--- src/rtl/dist_ctl_pkg.sv ---
package dist_ctl_pkg;

    typedef enum logic [1:0] {
        SEL_CTRL  = 2'd0,
        SEL_TYPE  = 2'd1,
        SEL_IDENT = 2'd2,
        SEL_RSVD  = 2'd3
    } reg_sel_e;

    typedef struct packed {
        logic        en;
        logic        wake;
        logic        rsp_valid;
        logic [31:0] rdata;
    } ctl_state_t;

    localparam int unsigned PRIV_LINES = 32;
    localparam int unsigned LINES_FW   = 5;
    localparam int unsigned CPU_FW     = 3;

endpackage

--- src/rtl/dist_ctl_decode.sv ---
module dist_ctl_decode
    import dist_ctl_pkg::*;
(
    input  logic [1:0] word_sel,
    output reg_sel_e   sel
);

    always_comb begin
        sel = reg_sel_e'(word_sel);
    end

endmodule

--- src/rtl/dist_ctl_typeval.sv ---
module dist_ctl_typeval
    import dist_ctl_pkg::*;
#(
    parameter int unsigned SHARED_W = 10,
    parameter int unsigned CPU_W    = 4
) (
    input  logic [SHARED_W-1:0] shared_lines,
    input  logic [CPU_W-1:0]    cpus_online,
    output logic [31:0]         type_word
);

    localparam int unsigned TOT_W = SHARED_W + 1;
    localparam int unsigned GRP_W = TOT_W - 5;

    logic [TOT_W-1:0]    total_lines;
    logic [GRP_W-1:0]    groups;
    logic [LINES_FW-1:0] lines_field;
    logic [CPU_FW-1:0]   cpu_field;

    always_comb begin
        total_lines = {1'b0, shared_lines} + TOT_W'(PRIV_LINES);
        groups      = total_lines[TOT_W-1:5];
        lines_field = LINES_FW'(groups - GRP_W'(1));
        cpu_field   = CPU_FW'(cpus_online - CPU_W'(1));
        type_word   = {{(32-LINES_FW-CPU_FW){1'b0}}, cpu_field, lines_field};
    end

endmodule

--- src/rtl/dist_ctl_regs.sv ---
module dist_ctl_regs
    import dist_ctl_pkg::*;
#(
    parameter int unsigned ADDR_W       = 12,
    parameter int unsigned SHARED_W     = 10,
    parameter int unsigned CPU_W        = 4,
    parameter logic [7:0]  PRODUCT_CODE = 8'h4B,
    parameter logic [11:0] IMPL_CODE    = 12'h5A1
) (
    input  logic                clk,
    input  logic                rst_n,
    input  logic                req_valid,
    input  logic                req_write,
    input  logic [ADDR_W-1:0]   req_addr,
    input  logic [31:0]         req_wdata,
    input  logic [SHARED_W-1:0] cfg_shared_lines,
    input  logic [CPU_W-1:0]    cfg_cpus_online,
    output logic                rsp_valid,
    output logic [31:0]         rsp_rdata,
    output logic                dist_enable,
    output logic                wake_all
);

    localparam logic [31:0] IDENT_WORD = {PRODUCT_CODE, 12'h000, IMPL_CODE};

    reg_sel_e    sel;
    logic [31:0] type_word;
    logic [31:0] rd_word;
    ctl_state_t  st_d, st_q;

    // Address bits outside [3:2] and write-data bits above 0 take no part.
    logic addr_unused;
    logic wdata_unused;
    assign addr_unused  = ^{req_addr[ADDR_W-1:4], req_addr[1:0]};
    assign wdata_unused = ^req_wdata[31:1];

    dist_ctl_decode u_decode (
        .word_sel (req_addr[3:2]),
        .sel      (sel)
    );

    dist_ctl_typeval #(
        .SHARED_W (SHARED_W),
        .CPU_W    (CPU_W)
    ) u_typeval (
        .shared_lines (cfg_shared_lines),
        .cpus_online  (cfg_cpus_online),
        .type_word    (type_word)
    );

    always_comb begin
        unique case (sel)
            SEL_CTRL:  rd_word = {31'b0, st_q.en};
            SEL_TYPE:  rd_word = type_word;
            SEL_IDENT: rd_word = IDENT_WORD;
            default:   rd_word = 32'b0;
        endcase
    end

    always_comb begin
        st_d           = st_q;
        st_d.wake      = 1'b0;
        st_d.rsp_valid = 1'b0;
        if (req_valid) begin
            if (req_write) begin
                if (sel == SEL_CTRL) begin
                    st_d.en   = req_wdata[0];
                    st_d.wake = req_wdata[0] & ~st_q.en;
                end
            end else begin
                st_d.rsp_valid = 1'b1;
                st_d.rdata     = rd_word;
            end
        end
    end

    always_ff @(posedge clk) begin
        if (!rst_n) begin
            st_q <= '0;
        end else begin
            st_q <= st_d;
        end
    end

    assign dist_enable = st_q.en;
    assign wake_all    = st_q.wake;
    assign rsp_valid   = st_q.rsp_valid;
    assign rsp_rdata   = st_q.rdata;

    AST_WAKE_ONE_CYCLE: assert property (@(posedge clk) disable iff (!rst_n)
        wake_all |=> !wake_all);
    AST_WAKE_ON_RISE: assert property (@(posedge clk) disable iff (!rst_n)
        wake_all |-> (dist_enable && !$past(dist_enable)));
    AST_EN_HOLD_NO_WRITE: assert property (@(posedge clk) disable iff (!rst_n)
        !(req_valid && req_write) |=> $stable(dist_enable));
    AST_NONCTRL_WRITE: assert property (@(posedge clk) disable iff (!rst_n)
        (req_valid && req_write && req_addr[3:2] != 2'd0) |=> ($stable(dist_enable) && !wake_all));
    AST_RSP_AFTER_READ: assert property (@(posedge clk) disable iff (!rst_n)
        (req_valid && !req_write) |=> rsp_valid);
    AST_RSP_ONLY_READ: assert property (@(posedge clk) disable iff (!rst_n)
        rsp_valid |-> $past(req_valid && !req_write));

endmodule

--- config.mk ---
export PLATFORM = sky130hd
export DESIGN_NAME = dist_ctl_regs
export DESIGN_NICKNAME = d
export VERILOG_FILES = /design/src/rtl/dist_ctl_pkg.sv /design/src/rtl/dist_ctl_decode.sv /design/src/rtl/dist_ctl_typeval.sv /design/src/rtl/dist_ctl_regs.sv
export SDC_FILE = /design/constraint.sdc
export NUM_CORES = 1
export LEC_CHECK = 0
export ABC_AREA = 1
export ABC_CLOCK_PERIOD_IN_PS = 1400
export BUFFER_PORTS_ARGS = -buffer_cell sky130_fd_sc_hd__buf_2
export CAP_MARGIN = 20
export CORE_MARGIN = 2
export CORE_UTILIZATION = 46
export CTS_CLUSTER_DIAMETER = 40
export DETAILED_ROUTE_END_ITERATION = 8
export HOLD_SLACK_MARGIN = 0.02
export PLACE_DENSITY = 0.8
export RECOVER_POWER = 50
export SETUP_SLACK_MARGIN = 0.05
export SYNTH_ARGS = -nofsm -noshare
export SYNTH_HDL_FRONTEND = slang
export SYNTH_HIERARCHICAL = 1
export SYNTH_SLANG_ARGS = --single-unit
--- constraint.sdc ---
create_clock -name clk -period 1.4 [get_ports clk]
set_input_delay 0.14 -clock clk [delete_from_list [all_inputs] [get_ports clk]]
set_output_delay 0.14 -clock clk [all_outputs]
set_load 0.005 [all_outputs]
==> metrics list <==
* Final Hold Viols: 0
- Status: completed
- For this run, design rule violations remaining after detail routing come to 0.
- Counting flops and latches in the post-synthesis netlist gives 35.
- Clk Tree Root Cell: sky130_fd_sc_hd__clkbuf_8
- Clock Power Share: 0.368
- Share of async-settable or async-resettable flops after synthesis: 0
* Ant diodes: 0
- The count of buffers added on input and output ports is 49.
- Static timing analysis puts the maximum clock frequency at 940.9 MHz.
- The critical path starts at req_write.
- Avg Inst Size Synth: between 7 and 8 um^2
- For this design the top-level I/O count stands at 97.
- CP max stage cell: sky130_fd_sc_hd__nand2_1
* Max capacitance violation total: 0
- The first global-routing pass estimated 5554 um of wire.
- Average vias per placed instance: between 4 and 5
* Critical path capture point type: flop
* Worst IR Drop VDD: 0.0006573 V
- Time the worst path needs with I/O delays and setup: 1.063 ns
- Relative to the synthesized area, the layout overhead comes to 12.49%.
* Total CTS buffers: 5
- Critical path startpoint category: primary input
- Final setup viols: 0
- RR Startpoint: dist_enable
- Measured along the x axis, the die boundary spans 67.47 um.
* Required time at the worst-slack endpoint: 1.58 ns
- Clock latency on the worst-skew pair: between 0.2 and 0.3 ns
- Post-synthesis sequential area ratio: 0.3781
- Setup slack of the worst register-to-register path: around 0.7 ns
- TritonCTS built the clock tree.
* Sinks on the clock net: 35
* Skew final: ~0.00043 ns
- Of the total power, combinational logic draws 0.122.
- With fillers left out, the area of the finished cells amounts to 2085 um^2.
- Overall die area: 4552 um^2
* Net count of the finished layout: 348
* CP Cell Sequence: clkbuf_1, inv_1, nand2_1, inv_2, o21ai_0, a21oi_1
* Initial Utilization: 0.4700
- In the synthesized netlist, the number of instances is 237.
* Number of enable-type register cells in the synthesized netlist: 0
* Psw: 0.5241 mW
* Die span in y: 67.47 um
* Area share of xor/xnor cells in the synthesized design: 0.009453
* Hold buffers post-CTS: 0
- Of the total synthesized cell area, the portion taken by AND, OR, NAND and NOR gates is 0.2809.
* Wire length per cell: 10.22 um
* Distinct cell type count after synthesis: 24
- Setup repair after global routing left no endpoint under its margin.
* Largest family of logic cells by synthesized area: simple AND/OR/NAND/NOR gates
* Remaining global-route overflow: 0
* Depth of the CTS H-tree: 2
* Number of iterations in the first detailed-routing pass: 4
* Critical path capture point: rsp_rdata[0]
- For this run, the slowest stage of the critical path takes 0.46 ns.
* Pin count of the biggest net entering global routing: 24
- Of the total synthesized cell area, the portion taken by full adders, half adders and majority gates is 0.01350.
- Data arrival time of the critical path: about 1.3 ns
* Global-route usage over all layers: 0.1652
- WL final: between 3000 and 4000 um
* Placer congestion estimate: 0.7327
- Yosys printed 6 warnings.
- After synthesis the cells add up to 1853 um^2.
- The count of nets left with antenna violations once routing finished came out at 0.
- Commonest non-fill, non-tap cell in the layout: sky130_fd_sc_hd__nand2_1
- Clk pin slew, worst setup/hold paths: about 0.07 ns
- Top fanout value on the critical path: 12
* Endpoint of the lowest-slack register-to-register path: rsp_rdata[0]
- In this run the standard cell core region covers around 3900 um^2.
- Post-route fraction of the period consumed by the critical path: 0.7592
- The top cell types in the final layout, fill and taps aside, are 69 x sky130_fd_sc_hd__nand2_1, 48 x sky130_fd_sc_hd__buf_2, 35 x sky130_fd_sc_hd__dfxtp_1, 24 x sky130_fd_sc_hd__conb_1.
- Once the clock tree was built, the setup fixing pass inserted 0 buffers.
- Number of instances resized during post-cts repair: 0
- Share of final-layout standard cells stronger than drive strength 1: 0.3451
* Detailed-route via count: around 1,500
- Vias in the first global route: 1,305
* Leakage: 1.021 nW
- Power Internal: 1.500 mW
- Fraction of power spent switching nets: 0.2589
* Total negative slack: 0 ns
- For the pin with the worst max-slew slack, the measured transition is 0.6201 ns.
- Summing all placed instances gives a cell area of 2031 um^2.
- The number of antenna violations at the first check in global routing is 0.
- PwrDens: 971.0 nW/um^2
- Cell row count: 23
* Largest buffer count on any clock path: 2
* Fraction of the mapped netlist area in compound gates: 0.1350
- The final max-slew violation count came to 0.
* Share of cell area taken by muxes after synthesis: 0
- Depth of the worst register-to-register path: 2
* Worst slew margin relative to its limit: 0.5856
- Min-delay worst type: in -> reg
- Placed wire-length estimate: 2509 um
* Sequential fraction of design power: 0.510
- Main synth FF type: sky130_fd_sc_hd__dfxtp_1
- Worst setup path class: in -> reg
- The detailed router finished its first iteration with 35 violations.
## synth_stat cells, types with 2 or more instances
| master | count | area share |
|---|---|---|
| sky130_fd_sc_hd__nand2_1 | 67 | 0.14 |
| sky130_fd_sc_hd__dfxtp_1 | 35 | 0.38 |
| sky130_fd_sc_hd__buf_4 | 27 | 0.11 |
| sky130_fd_sc_hd__a21oi_2 | 20 | 0.095 |
| sky130_fd_sc_hd__nand2_2 | 20 | 0.068 |
| sky130_fd_sc_hd__a21oi_1 | 13 | 0.035 |
| sky130_fd_sc_hd__inv_1 | 12 | 0.024 |
| sky130_fd_sc_hd__nand3_1 | 12 | 0.032 |
| sky130_fd_sc_hd__buf_2 | 5 | 0.014 |
| sky130_fd_sc_hd__clkbuf_1 | 3 | 0.0061 |
| sky130_fd_sc_hd__nand4_1 | 3 | 0.010 |
| sky130_fd_sc_hd__nor2_1 | 3 | 0.0061 |
| sky130_fd_sc_hd__buf_12 | 2 | 0.022 |
| sky130_fd_sc_hd__ha_1 | 2 | 0.014 |
| sky130_fd_sc_hd__inv_2 | 2 | 0.0041 |
| sky130_fd_sc_hd__nand2_4 | 2 | 0.012 |
| sky130_fd_sc_hd__o21ai_0 | 2 | 0.0054 |
## final cells by class
| cell class | count | area, um^2 |
|---|---|---|
| clock buffers | 6 | 82.58 |
| inverters | 15 | 56.30 |
| multi-input cells | 173 | 870.8 |
| clock inverters | 1 | 5.005 |
| well taps | 50 | 62.56 |
| fillers | 380 | 1858 |
| flip-flops and latches | 35 | 700.7 |
| repair buffers | 54 | 306.5 |
## worst max-delay path: cells and delay by family
kind | cells | cell delay [ns]
AND/OR/NAND/NOR | 1 | 0.46
buffers and inverters | 3 | 0.37
AO/OA/AOI/OAI | 2 | 0.26
## metal layers
| layer | share of wire | global-route usage |
|---|---|---|
| met1 | 0.45 | 0.1793 |
| met2 | 0.48 | 0.2855 |
| met3 | 0.055 | 0.06333 |
| met4 | 0.015 | 0.06888 |
| met5 | 0 | 0 |
## per-stage QoR
step / power, mW / std cells / hold slack (ns) / utilization / setup slack, ns
after detailed placement: 1.311 / 327 / 0.4188 / 0.5151 / 0.1598
after floorplan: 1.279 / 260 / 0.2784 / - / 0.3922
after global routing: 2.126 / 334 / 0.1140 / 0.5287 / 0.2354
after global placement: 1.305 / 327 / 0.4129 / 0.5151 / 0.1808
final: 2.024 / 334 / 0.1200 / 0.5287 / 0.3371
after CTS: 2.057 / 334 / 0.1080 / 0.5373 / 0.4325
## sequential cells by signal, summed over array words and instances, names as in the netlist
register and cells:
dist_enable 1, rsp_rdata 32, rsp_valid 1, wake_all 1
## cell families (layout without fill, tap and decap cells)
family,count (synthesis),in the layout
adders and majority gates,2,2
DFF,35,35
other,1,24
and+or+nand+nor,110,110
xor gates and xnor gates,2,2
AOI/OAI and AO/OA,35,35
buffers and inverters,52,76
## how the worst min path moves through the flow
stage,from,endpoint,cells after the start
after global placement,rst_n,rsp_rdata[0],3
after floorplan,rst_n,rsp_rdata[0],2
final,rst_n,rsp_rdata[0],3
after detailed placement,rst_n,rsp_rdata[0],3
after global routing,rst_n,rsp_rdata[0],3
after CTS,rst_n,rsp_rdata[0],3
## power by group through the flow
| stage | registers (mW) | clock network, mW | logic, mW |
|---|---|---|---|
| after global placement | 1.05 | 0 | 0.251 |
| after detailed placement | 1.05 | 0 | 0.256 |
| after global routing | 1.03 | 0.811 | 0.280 |
| final | 1.03 | 0.745 | 0.247 |
| after CTS | 1.03 | 0.769 | 0.256 |
| after floorplan | 1.06 | 0 | 0.222 |
Note: power is estimated with default switching activity, not from simulation.
